--- src/rtl/cbr_refresh_sched.sv ---
module cbr_refresh_sched #(
  parameter int INTERVAL  = 1950,
  parameter int T_CSR     = 2,
  parameter int T_RAS     = 18,
  parameter int T_RP      = 13,
  parameter int MAX_PEND  = 8,
  parameter int URGENT_TH = 6
) (
  input  logic clk,
  input  logic rst_n,
  input  logic ref_grant,
  output logic ref_req,
  output logic ref_urgent,
  output logic bus_own,
  output logic ras_n,
  output logic lcas_n,
  output logic ucas_n,
  output logic we_n,
  output logic oe_n
);
  localparam int IW   = $clog2(INTERVAL);
  localparam int PW   = $clog2(MAX_PEND + 1);
  localparam int TMAX = (T_RAS > T_RP) ? ((T_RAS > T_CSR) ? T_RAS : T_CSR)
                                       : ((T_RP > T_CSR) ? T_RP : T_CSR);
  localparam int TW   = $clog2(TMAX + 2);

  typedef enum logic [1:0] {S_IDLE, S_LEAD, S_ACT, S_PRE} st_t;

  st_t           st;
  logic [IW-1:0] tmr;
  logic [PW-1:0] pend, pend_nx;
  logic [TW-1:0] tcnt;
  logic          chain;
  logic          tick, done, cas_low;

  assign tick = (tmr == IW'(INTERVAL - 1));
  assign done = (st == S_ACT) && (tcnt == '0);

  always_ff @(posedge clk) begin
    if (!rst_n) tmr <= '0;
    else        tmr <= tick ? '0 : tmr + 1'b1;
  end

  always_comb begin
    pend_nx = pend;
    if (tick && !done && pend != PW'(MAX_PEND)) pend_nx = pend + 1'b1;
    else if (done && !tick)                     pend_nx = pend - 1'b1;
  end

  always_ff @(posedge clk) begin
    if (!rst_n) pend <= '0;
    else        pend <= pend_nx;
  end

  always_ff @(posedge clk) begin
    if (!rst_n) begin
      st    <= S_IDLE;
      tcnt  <= '0;
      chain <= 1'b0;
    end else begin
      case (st)
        S_IDLE:
          if (ref_req && ref_grant) begin
            st   <= S_LEAD;
            tcnt <= TW'(T_CSR - 1);
          end
        S_LEAD:
          if (tcnt == '0) begin
            st   <= S_ACT;
            tcnt <= TW'(T_RAS - 1);
          end else tcnt <= tcnt - 1'b1;
        S_ACT:
          if (tcnt == '0) begin
            st    <= S_PRE;
            tcnt  <= TW'(T_RP - 1);
            chain <= (pend_nx != '0) && ref_grant;
          end else tcnt <= tcnt - 1'b1;
        default:
          if (tcnt == '0) begin
            st    <= chain ? S_ACT : S_IDLE;
            tcnt  <= TW'(T_RAS - 1);
            chain <= 1'b0;
          end else tcnt <= tcnt - 1'b1;
      endcase
    end
  end

  assign cas_low    = (st == S_LEAD) || (st == S_ACT) || (st == S_PRE && chain);
  assign ras_n      = (st != S_ACT);
  assign lcas_n     = !cas_low;
  assign ucas_n     = !cas_low;
  assign we_n       = 1'b1;
  assign oe_n       = 1'b1;
  assign bus_own    = (st != S_IDLE);
  assign ref_req    = (pend != '0);
  assign ref_urgent = (pend >= PW'(URGENT_TH));

  logic [TW-1:0] lo_len, hi_len;
  always_ff @(posedge clk) begin
    if (!rst_n) begin
      lo_len <= '0;
      hi_len <= TW'(T_RP);
    end else begin
      lo_len <= ras_n ? '0 : ((lo_len == TW'(TMAX + 1)) ? lo_len : lo_len + 1'b1);
      hi_len <= !ras_n ? '0 : ((hi_len == TW'(T_RP)) ? hi_len : hi_len + 1'b1);
    end
  end

  assert_cbr_order_R2: assert property (@(posedge clk) disable iff (!rst_n)
    $fell(ras_n) |-> $past(!lcas_n && !ucas_n));
  assert_cas_hold_R3: assert property (@(posedge clk) disable iff (!rst_n)
    !ras_n |-> (!lcas_n && !ucas_n));
  assert_ras_width_R4: assert property (@(posedge clk) disable iff (!rst_n)
    $rose(ras_n) |-> (lo_len == TW'(T_RAS)));
  assert_precharge_R5: assert property (@(posedge clk) disable iff (!rst_n)
    $fell(ras_n) |-> (hi_len == TW'(T_RP)));
  assert_no_overflow_R6: assert property (@(posedge clk) disable iff (!rst_n)
    (tick && !done && pend == PW'(MAX_PEND)) |=> (pend == PW'(MAX_PEND)));
  assert_quiet_bus_R8: assert property (@(posedge clk) disable iff (!rst_n)
    !bus_own |-> (ras_n && lcas_n && ucas_n));
  assert_grant_first_R8: assert property (@(posedge clk) disable iff (!rst_n)
    $rose(bus_own) |-> $past(ref_grant && ref_req));
endmodule

--- config.mk ---
export PLATFORM = sky130hd
export DESIGN_NAME = cbr_refresh_sched
export DESIGN_NICKNAME = d
export VERILOG_FILES = /design/src/rtl/cbr_refresh_sched.sv
export SDC_FILE = /design/constraint.sdc
export NUM_CORES = 1
export LEC_CHECK = 0
export ABC_AREA = 1
export BUFFER_PORTS_ARGS = -buffer_cell sky130_fd_sc_hd__buf_4
export CORE_MARGIN = 3
export CORE_UTILIZATION = 60
export DETAILED_ROUTE_END_ITERATION = 8
export GPL_TIMING_DRIVEN = 0
export HOLD_SLACK_MARGIN = 0.1
export PLACE_DENSITY_LB_ADDON = 0.12
export SLEW_MARGIN = 15
export SYNTH_ARGS = -nofsm -noshare
export SYNTH_HDL_FRONTEND = slang
export SYNTH_SLANG_ARGS = --single-unit
--- constraint.sdc ---
create_clock -name clk -period 3.3 [get_ports clk]
set_input_delay 0.495 -clock clk [delete_from_list [all_inputs] [get_ports clk]]
set_output_delay 0.495 -clock clk [all_outputs]
set_load 0.1 [all_outputs]
==> results.py, run 1 <==
metrics = {
    "placement": {
        "routabilityCongestion": 0.852,
        "port-buffer-count": 8,
        "dp.cells": 240,
        "hpwl_um": 2290,
    },
    "run_status": {
        "status": "completed",
    },
    "critical_path": {
        "crit_path_end": "ucas_n",
        "reg2reg_from": "pend[0]",
        "worstRegToRegCells": 8,
        "path_class": "reg2out",
        "crit_top_cell": "buf_4",
        "max_stage_delay_ns": 0.40,
        "r2r_slack_ns": 1.49,
        "slowest_stage": "dfxtp_1",
        "cp-end-kind": "output port",
        "required_ns": 2.80,
        "cp.depth": 5,
        "cp_cell_sequence": "inv_1 -> ha_1 -> a21oi_1 -> buf_4 -> buf_4",
        "arrival_ns": 1.69,
        "worstSetupStartpoint": "st[0]",
        "path_max_fanout": 4,
        "cp-start-kind": "flop",
        "cp_top_family": "buffers and inverters",
        "worst_r2r_endpoint": "st[1]",
        "crit_buf_inv": 3,
    },
    "clock_tree": {
        "cts_root_buffer": "clkbuf_4",
        "clkTransAtPathRegs_ns": 0.13,
        "cts_setup_buffers": 0,
        "hold_buffers": 0,
        "clock_latency_ns": 0.31,
        "cts_tree": "done",
        "post_cts_resize_count": 0,
        "cts_made_buffers": 3,
        "clock_sinks": 23,
        "htreeDepth": 1,
        "clock_path_buffers": 2,
    },
    "synthesis": {
        "synth-async-reset-ratio_pct": 0,
        "synth_cell_types": 34,
        "synth_top_area_share_pct": 31.4,
        "synth_common_cells": "nand2_1 (42), dfxtp_1 (23), inv_1 (23), nor2_1 (22), nand3_1 (15)",
        "synth-seq-cells": 23,
        "synth_most_common_cell": "nand2_1",
        "synth_warnings": 0,
        "synth_cells": 203,
        "yosysTopAreaCell": "dfxtp_1",
        "syn_area_per_cell_um2": 7.22,
        "synth_edf_count": 0,
        "synth_seq_area_share_pct": 31.4,
        "yosys-top-cells-area": "dfxtp_1 (31%), nand2_1 (11%), ha_1 (9.4%), inv_1 (5.9%), nor2_1 (5.6%)",
        "syn_area_um2": 1470,
        "yosys_most_used_dff": "dfxtp_1",
    },
    "worst_hold_path": {
        "hp-class": "in2reg",
    },
    "grt": {
        "grt_max_degree": 14,
        "grt_pass1_vias": 1329,
        "antenna_found_initial": 0,
        "grtUsageTotal_pct": 20.5,
        "grt_overflow_total": 0,
        "grt_pass1_wl_um": 5310,
    },
    "pwr": {
        "powerDensity_nw_per_um2": 905,
        "pwr-share-comb_pct": 64.7,
        "p_seq_share_pct": 26.1,
        "p_sw_mw": 0.815,
        "swShare_pct": 56.6,
        "intPower_mw": 0.626,
        "power.total_mw": 1.44,
        "clkPwrFrac_pct": 9.2,
        "irDropWorstVdd_mv": 0.809,
        "p_leak_nw": 0.727,
    },
    "sta": {
        "slew_violations": 0,
        "finalSetupTns_ns": 0,
        "fin_crit_ns": 2.19,
        "fmax_mhz": 457,
        "fin_skew_ns": 0.00501,
        "min_period_over_period_pct": 66.4,
        "rsz0062_at_grt": "no",
        "holdWs_ns": 0.408,
        "setup_viol": 0,
        "hold_viol_final": 0,
    },
    "route": {
        "first_pass_iters": 4,
        "drt_iter0_drc": 36,
        "drt-total-wl_um": 2860,
        "dr_total_vias": 1296,
        "ant_nets": 0,
        "viasPerCell": 5.31,
        "wire_per_inst_um": 11.7,
        "drc": 0,
    },
    "floorplan": {
        "dieArea_um2": 3070,
        "rows": 17,
        "die_width_um": 55.4,
        "die_h_um": 55.4,
        "io_pins": 11,
        "initial_core_util_pct": 65.0,
        "core_area_um2": 2250,
    },
    "cells_and_area": {
        "layoutNonFillerInstCount": 244,
        "finish.utilization_pct": 70.6,
        "syn_to_final_growth_pct": 8.63,
        "nNetsFinal": 231,
        "antenna_cells": 0,
        "nFillCells": 191,
        "drive_above_1_share_pct": 13.9,
    },
    "job": {
        "cap_violations": 0,
    },
}
## final cells by class
class | instances | area (um2) | share of cell area, %
clock inverters | 1 | 5.00 | 0.314
clock buffers | 3 | 22.5 | 1.42
inverters | 28 | 105 | 6.60
repair buffers | 8 | 60.1 | 3.77
flip-flops and latches | 23 | 460 | 28.9
plain buffers | 5 | 32.5 | 2.04
well taps | 28 | 35.0 | 2.20
multi-input cells | 148 | 871 | 54.7
## tightest hold or removal path: stages
cell and delay (ns):
buf_4 0.10, o21ai_1 0.06, inv_1 0.05
## state kept, by name (all words and copies together) (netlist names)
name,count
tcnt,5
tmr,11
chain,1
pend,4
st,2
## power groups by stage
stage / Sequential, mW / Clock (mW) / Combinational, mW
floorplan: 0.371 / 0 / 0.768
finish: 0.376 / 0.133 / 0.933
detailed placement: 0.382 / 0 / 0.929
CTS: 0.375 / 0.136 / 0.934
global route: 0.382 / 0.147 / 1.02
global placement: 0.378 / 0 / 0.902
## layer usage
| metal | track usage, % | routed length, um |
|---|---|---|
| met1 | 26.5 | 1400 |
| met2 | 35.0 | 1350 |
| met3 | 2.57 | 71 |
| met4 | 6.60 | 34 |
| met5 | 0 | 0 |
## logic make-up after synthesis
kind of cell	share of synthesized area, %
AOI/OAI and AO/OA	12.3
adders and majority gates	9.39
other	0.256
DFF	31.4
xor gates and xnor gates	2.39
and+or+nand+nor	34.8
buffers and inverters	9.39
## layout by cell type (no fill, tap or decap)
master / count
nor3_2: 1
or2_0: 1
o31ai_1: 2
buf_4: 11
xnor2_1: 1
a21oi_2: 2
nand3_2: 1
nor3b_1: 4
o22ai_1: 1
clkbuf_4: 3
nor3_1: 6
o21a_1: 1
conb_1: 2
nand4_1: 3
inv_1: 23
o21bai_1: 2
ha_1: 11
nand2_4: 1
nor2_8: 1
a2111oi_0: 1
a21oi_1: 12
buf_2: 2
clkinv_2: 1
nand3_1: 15
dfxtp_1: 23
o21ai_1: 1
nand2_1: 42
nand3_4: 2
xor2_1: 3
nor4_1: 2
clkinv_1: 1
a211oi_1: 4
o21ai_0: 3
inv_2: 4
nor2_1: 22
nor2_4: 1
## metrics by stage
stage               cell area [um2]  setup slack, ns
global route                   1590            0.995
finish                         1590             1.11
global placement               1560             1.49
floorplan                      1470           0.0534
detailed placement             1560             1.46
CTS                            1590             1.10
## worst min path at each step
stage	from	endpoint	cells after the start
detailed placement	tmr[0]	tmr[0]	1
floorplan	tmr[0]	tmr[0]	1
global placement	tmr[0]	tmr[0]	1
finish	rst_n	tcnt[4]	3
CTS	rst_n	tcnt[4]	3
global route	rst_n	tcnt[4]	3
Power figures use the tool's default switching activity.
==> run 2, diff against run 1 <==
--- a/config.mk
+++ b/config.mk
@@ -5,10 +5,10 @@
 export SDC_FILE = /design/constraint.sdc
 export NUM_CORES = 1
 export LEC_CHECK = 0
-export ABC_AREA = 1
+export ABC_AREA = 0
 export BUFFER_PORTS_ARGS = -buffer_cell sky130_fd_sc_hd__buf_4
 export CORE_MARGIN = 3
-export CORE_UTILIZATION = 60
+export CORE_UTILIZATION = 59
 export DETAILED_ROUTE_END_ITERATION = 8
 export GPL_TIMING_DRIVEN = 0
 export HOLD_SLACK_MARGIN = 0.1
==> constraint.sdc (replaced) <==
create_clock -name clk -period 2.3 [get_ports clk]
set_input_delay 0.345 -clock clk [delete_from_list [all_inputs] [get_ports clk]]
set_output_delay 0.345 -clock clk [all_outputs]
set_load 0.1 [all_outputs]
==> results.py, run 2 <==
metrics = {
    "synthesis": {
        "yosys_most_used_dff": "dfxtp_1",
        "synth-seq-cells": 23,
        "synth_cells": 174,
        "yosysTopAreaCell": "dfxtp_1",
        "yosys.area_share.simple_pct": 28.0,
        "synth_top_area_share_pct": 31.3,
        "synth_compound_area_share_pct": 15.5,
        "synth_common_cells": "dfxtp_1 (23), nor2_1 (23), nand3_1 (13), inv_1 (12)",
        "synthXorXnorAreaFrac_pct": 5.96,
        "synth.area.mux_share_pct": 2.81,
        "synth-async-reset-ratio_pct": 0,
        "synthAdderAreaFrac_pct": 9.37,
        "syn_area_per_cell_um2": 8.44,
        "yosys-top-cells-area": "dfxtp_1 (31%), ha_1 (9.4%), nor2_1 (5.9%), xor2_1 (4.8%), nand3_1 (4.4%)",
        "synth_edf_count": 0,
        "synth_cell_types": 47,
        "syn_area_um2": 1470,
        "synth_seq_area_share_pct": 31.3,
        "synth_top_family_by_area": "simple AND/OR/NAND/NOR gates",
        "synth_warnings": 0,
    },
    "sta": {
        "fin_skew_ns": 0.00288,
        "finalSetupTns_ns": 0,
        "slew_headroom_pct": 66.2,
        "worst_pin_slew_ns": 0.507,
        "slew_violations": 0,
        "setup_ws_ns": 0.102,
        "fin_crit_ns": 2.20,
        "rsz0062_at_grt": "no",
        "min_period_over_period_pct": 95.6,
        "setup_viol": 0,
        "hold_viol_final": 0,
        "fmax_mhz": 455,
    },
    "run_status": {
        "status": "completed",
    },
    "pwr": {
        "p_seq_share_pct": 23.6,
        "p_sw_mw": 1.32,
        "clkPwrFrac_pct": 7.7,
        "p_leak_nw": 0.702,
        "swShare_pct": 54.3,
        "powerDensity_nw_per_um2": 1480,
        "irDropWorstVdd_mv": 1.21,
        "intPower_mw": 1.12,
        "power.total_mw": 2.44,
        "pwr-share-comb_pct": 68.7,
    },
    "cells_and_area": {
        "layoutNonFillerInstCount": 218,
        "layout_common_cells": "nor2_1 (23), dfxtp_1 (23), buf_4 (14)",
        "antenna_cells": 0,
        "largest_register_ffs": 11,
        "regMostFlops": "tmr",
        "drive_above_1_share_pct": 17.4,
        "nNetsFinal": 205,
        "final_cell_area_um2": 1640,
        "syn_to_final_growth_pct": 11.8,
        "reg.largest.list": "tmr x11, tcnt x5, pend x4",
    },
    "clock_tree": {
        "cts_made_buffers": 3,
        "cts_tree": "done",
        "clock_sinks": 23,
        "clkTransAtPathRegs_ns": 0.13,
        "cts_root_buffer": "clkbuf_4",
        "clock_path_buffers": 2,
        "clock_latency_ns": 0.30,
        "htreeDepth": 1,
    },
    "placement": {
        "dp.cells": 211,
        "port-buffer-count": 8,
        "routabilityCongestion": 0.820,
        "hpwl_um": 2270,
        "post-place-ws_ns": 0.125,
        "dpl_cell_area_um2": 1580,
    },
    "route": {
        "drt-total-wl_um": 3050,
        "drt_iter0_drc": 25,
        "drc": 0,
        "viasPerCell": 5.84,
        "met1_length_um": 1400,
        "wire_per_inst_um": 14.0,
        "first_pass_iters": 4,
        "ant_nets": 0,
        "dr_total_vias": 1273,
        "wl_met2_um": 1560,
        "routed-wl-met3_um": 83,
        "top_layer": "met4",
    },
    "grt": {
        "grtUsageTotal_pct": 21.2,
        "grt_pass1_vias": 1296,
        "grt_pass1_wl_um": 5500,
        "antenna_found_initial": 0,
        "grt_max_degree": 14,
        "grt_overflow_total": 0,
    },
    "floorplan": {
        "core_area_um2": 2280,
        "dieArea_um2": 3120,
        "die_h_um": 55.9,
        "io_pins": 11,
        "initial_core_util_pct": 64.5,
        "die_width_um": 55.9,
        "rows": 17,
    },
    "critical_path": {
        "path_max_fanout": 8,
        "required_ns": 1.96,
        "path_class": "reg2out",
        "cp-end-kind": "output port",
        "cp-start-kind": "flop",
        "worstRegToRegCells": 6,
        "arrival_ns": 1.85,
    },
    "job": {
        "cap_violations": 0,
    },
    "worst_hold_path": {
        "hp-class": "in2reg",
        "hold_depth": 3,
    },
}
run 2: changes by cell type after synthesis, moves of 3 or more:
cell,before,now
nand2_1,42,6
inv_1,23,12
xor2_1,3,8
and3_1,0,4
inv_2,4,0
clkbuf_1,0,3
mux2i_1,0,3
nand2b_1,0,3
nor3_1,6,3
o21ai_0,3,6
run 2: critical path: stages, from the launching register on:
cell	delay, ns
dfxtp_1	0.41
inv_1	0.13
ha_2	0.23
or3b_2	0.52
buf_4	0.26
run 2: what timing repair did:
| item | in CTS | in global routing |
|---|---|---|
| hold buffers | 0 | 0 |
| setup buffers | 0 | 3 |
| gates resized for setup | 0 | 4 |
| endpoints found under the setup margin | 0 | 4 |
run 2: cells by family (layout without fill, tap and decap cells):
logic type               Yosys count  in the layout
other                              1              2
flip-flops                        23             23
AO/OA/AOI/OAI                     34             34
buffers and inverters             20             35
multiplexers                       4              4
XOR/XNOR                          10             10
AND/OR/NAND/NOR                   71             71
adder cells (fa/ha/maj)           11             11
run 2: area by class of cell:
| type | instances | area, um2 |
|---|---|---|
| Multi-Input combinational cell | 132 | 938 |
| Fill cell | 174 | 633 |
| Sequential cell | 23 | 460 |
| Timing Repair Buffer | 11 | 82.6 |
| Inverter | 13 | 53.8 |
| Buffer | 7 | 45.0 |
| Tap cell | 28 | 35.0 |
| Clock buffer | 3 | 22.5 |
| Clock inverter | 1 | 5.00 |
run 2: per-stage QoR:
step / utilization, % / hold slack (ns)
final: 72.2 / 0.291
after global routing: 72.2 / 0.271
after CTS: 70.6 / 0.289
after detailed placement: 69.4 / 0.505
after global placement: 69.4 / 0.498
after floorplan: - / 0.464
run 2: metal layers:
layer  track usage [%]  vias up
met4              6.10        0
met3              2.55        2
met5                 0        -
li1                  -      647
met2              38.2       17
met1              26.4      607
run 2: power by group through the flow:
stage	registers (mW)	clock network [mW]	logic, mW
6_report	0.576	0.187	1.68
5_1_grt	0.588	0.209	1.82
4_1_cts	0.573	0.189	1.56
3_5_place_dp	0.583	0	1.56
3_3_place_gp	0.577	0	1.52
2_1_floorplan	0.559	0	1.29
run 2: final timing paths:
kind         startpoint       to  slack (ns)
max             pend[1]  ref_req        0.10
min               rst_n  tmr[10]        0.29
max reg2reg      tmr[0]    chain        0.18
min reg2reg      tmr[0]   tmr[0]        0.53
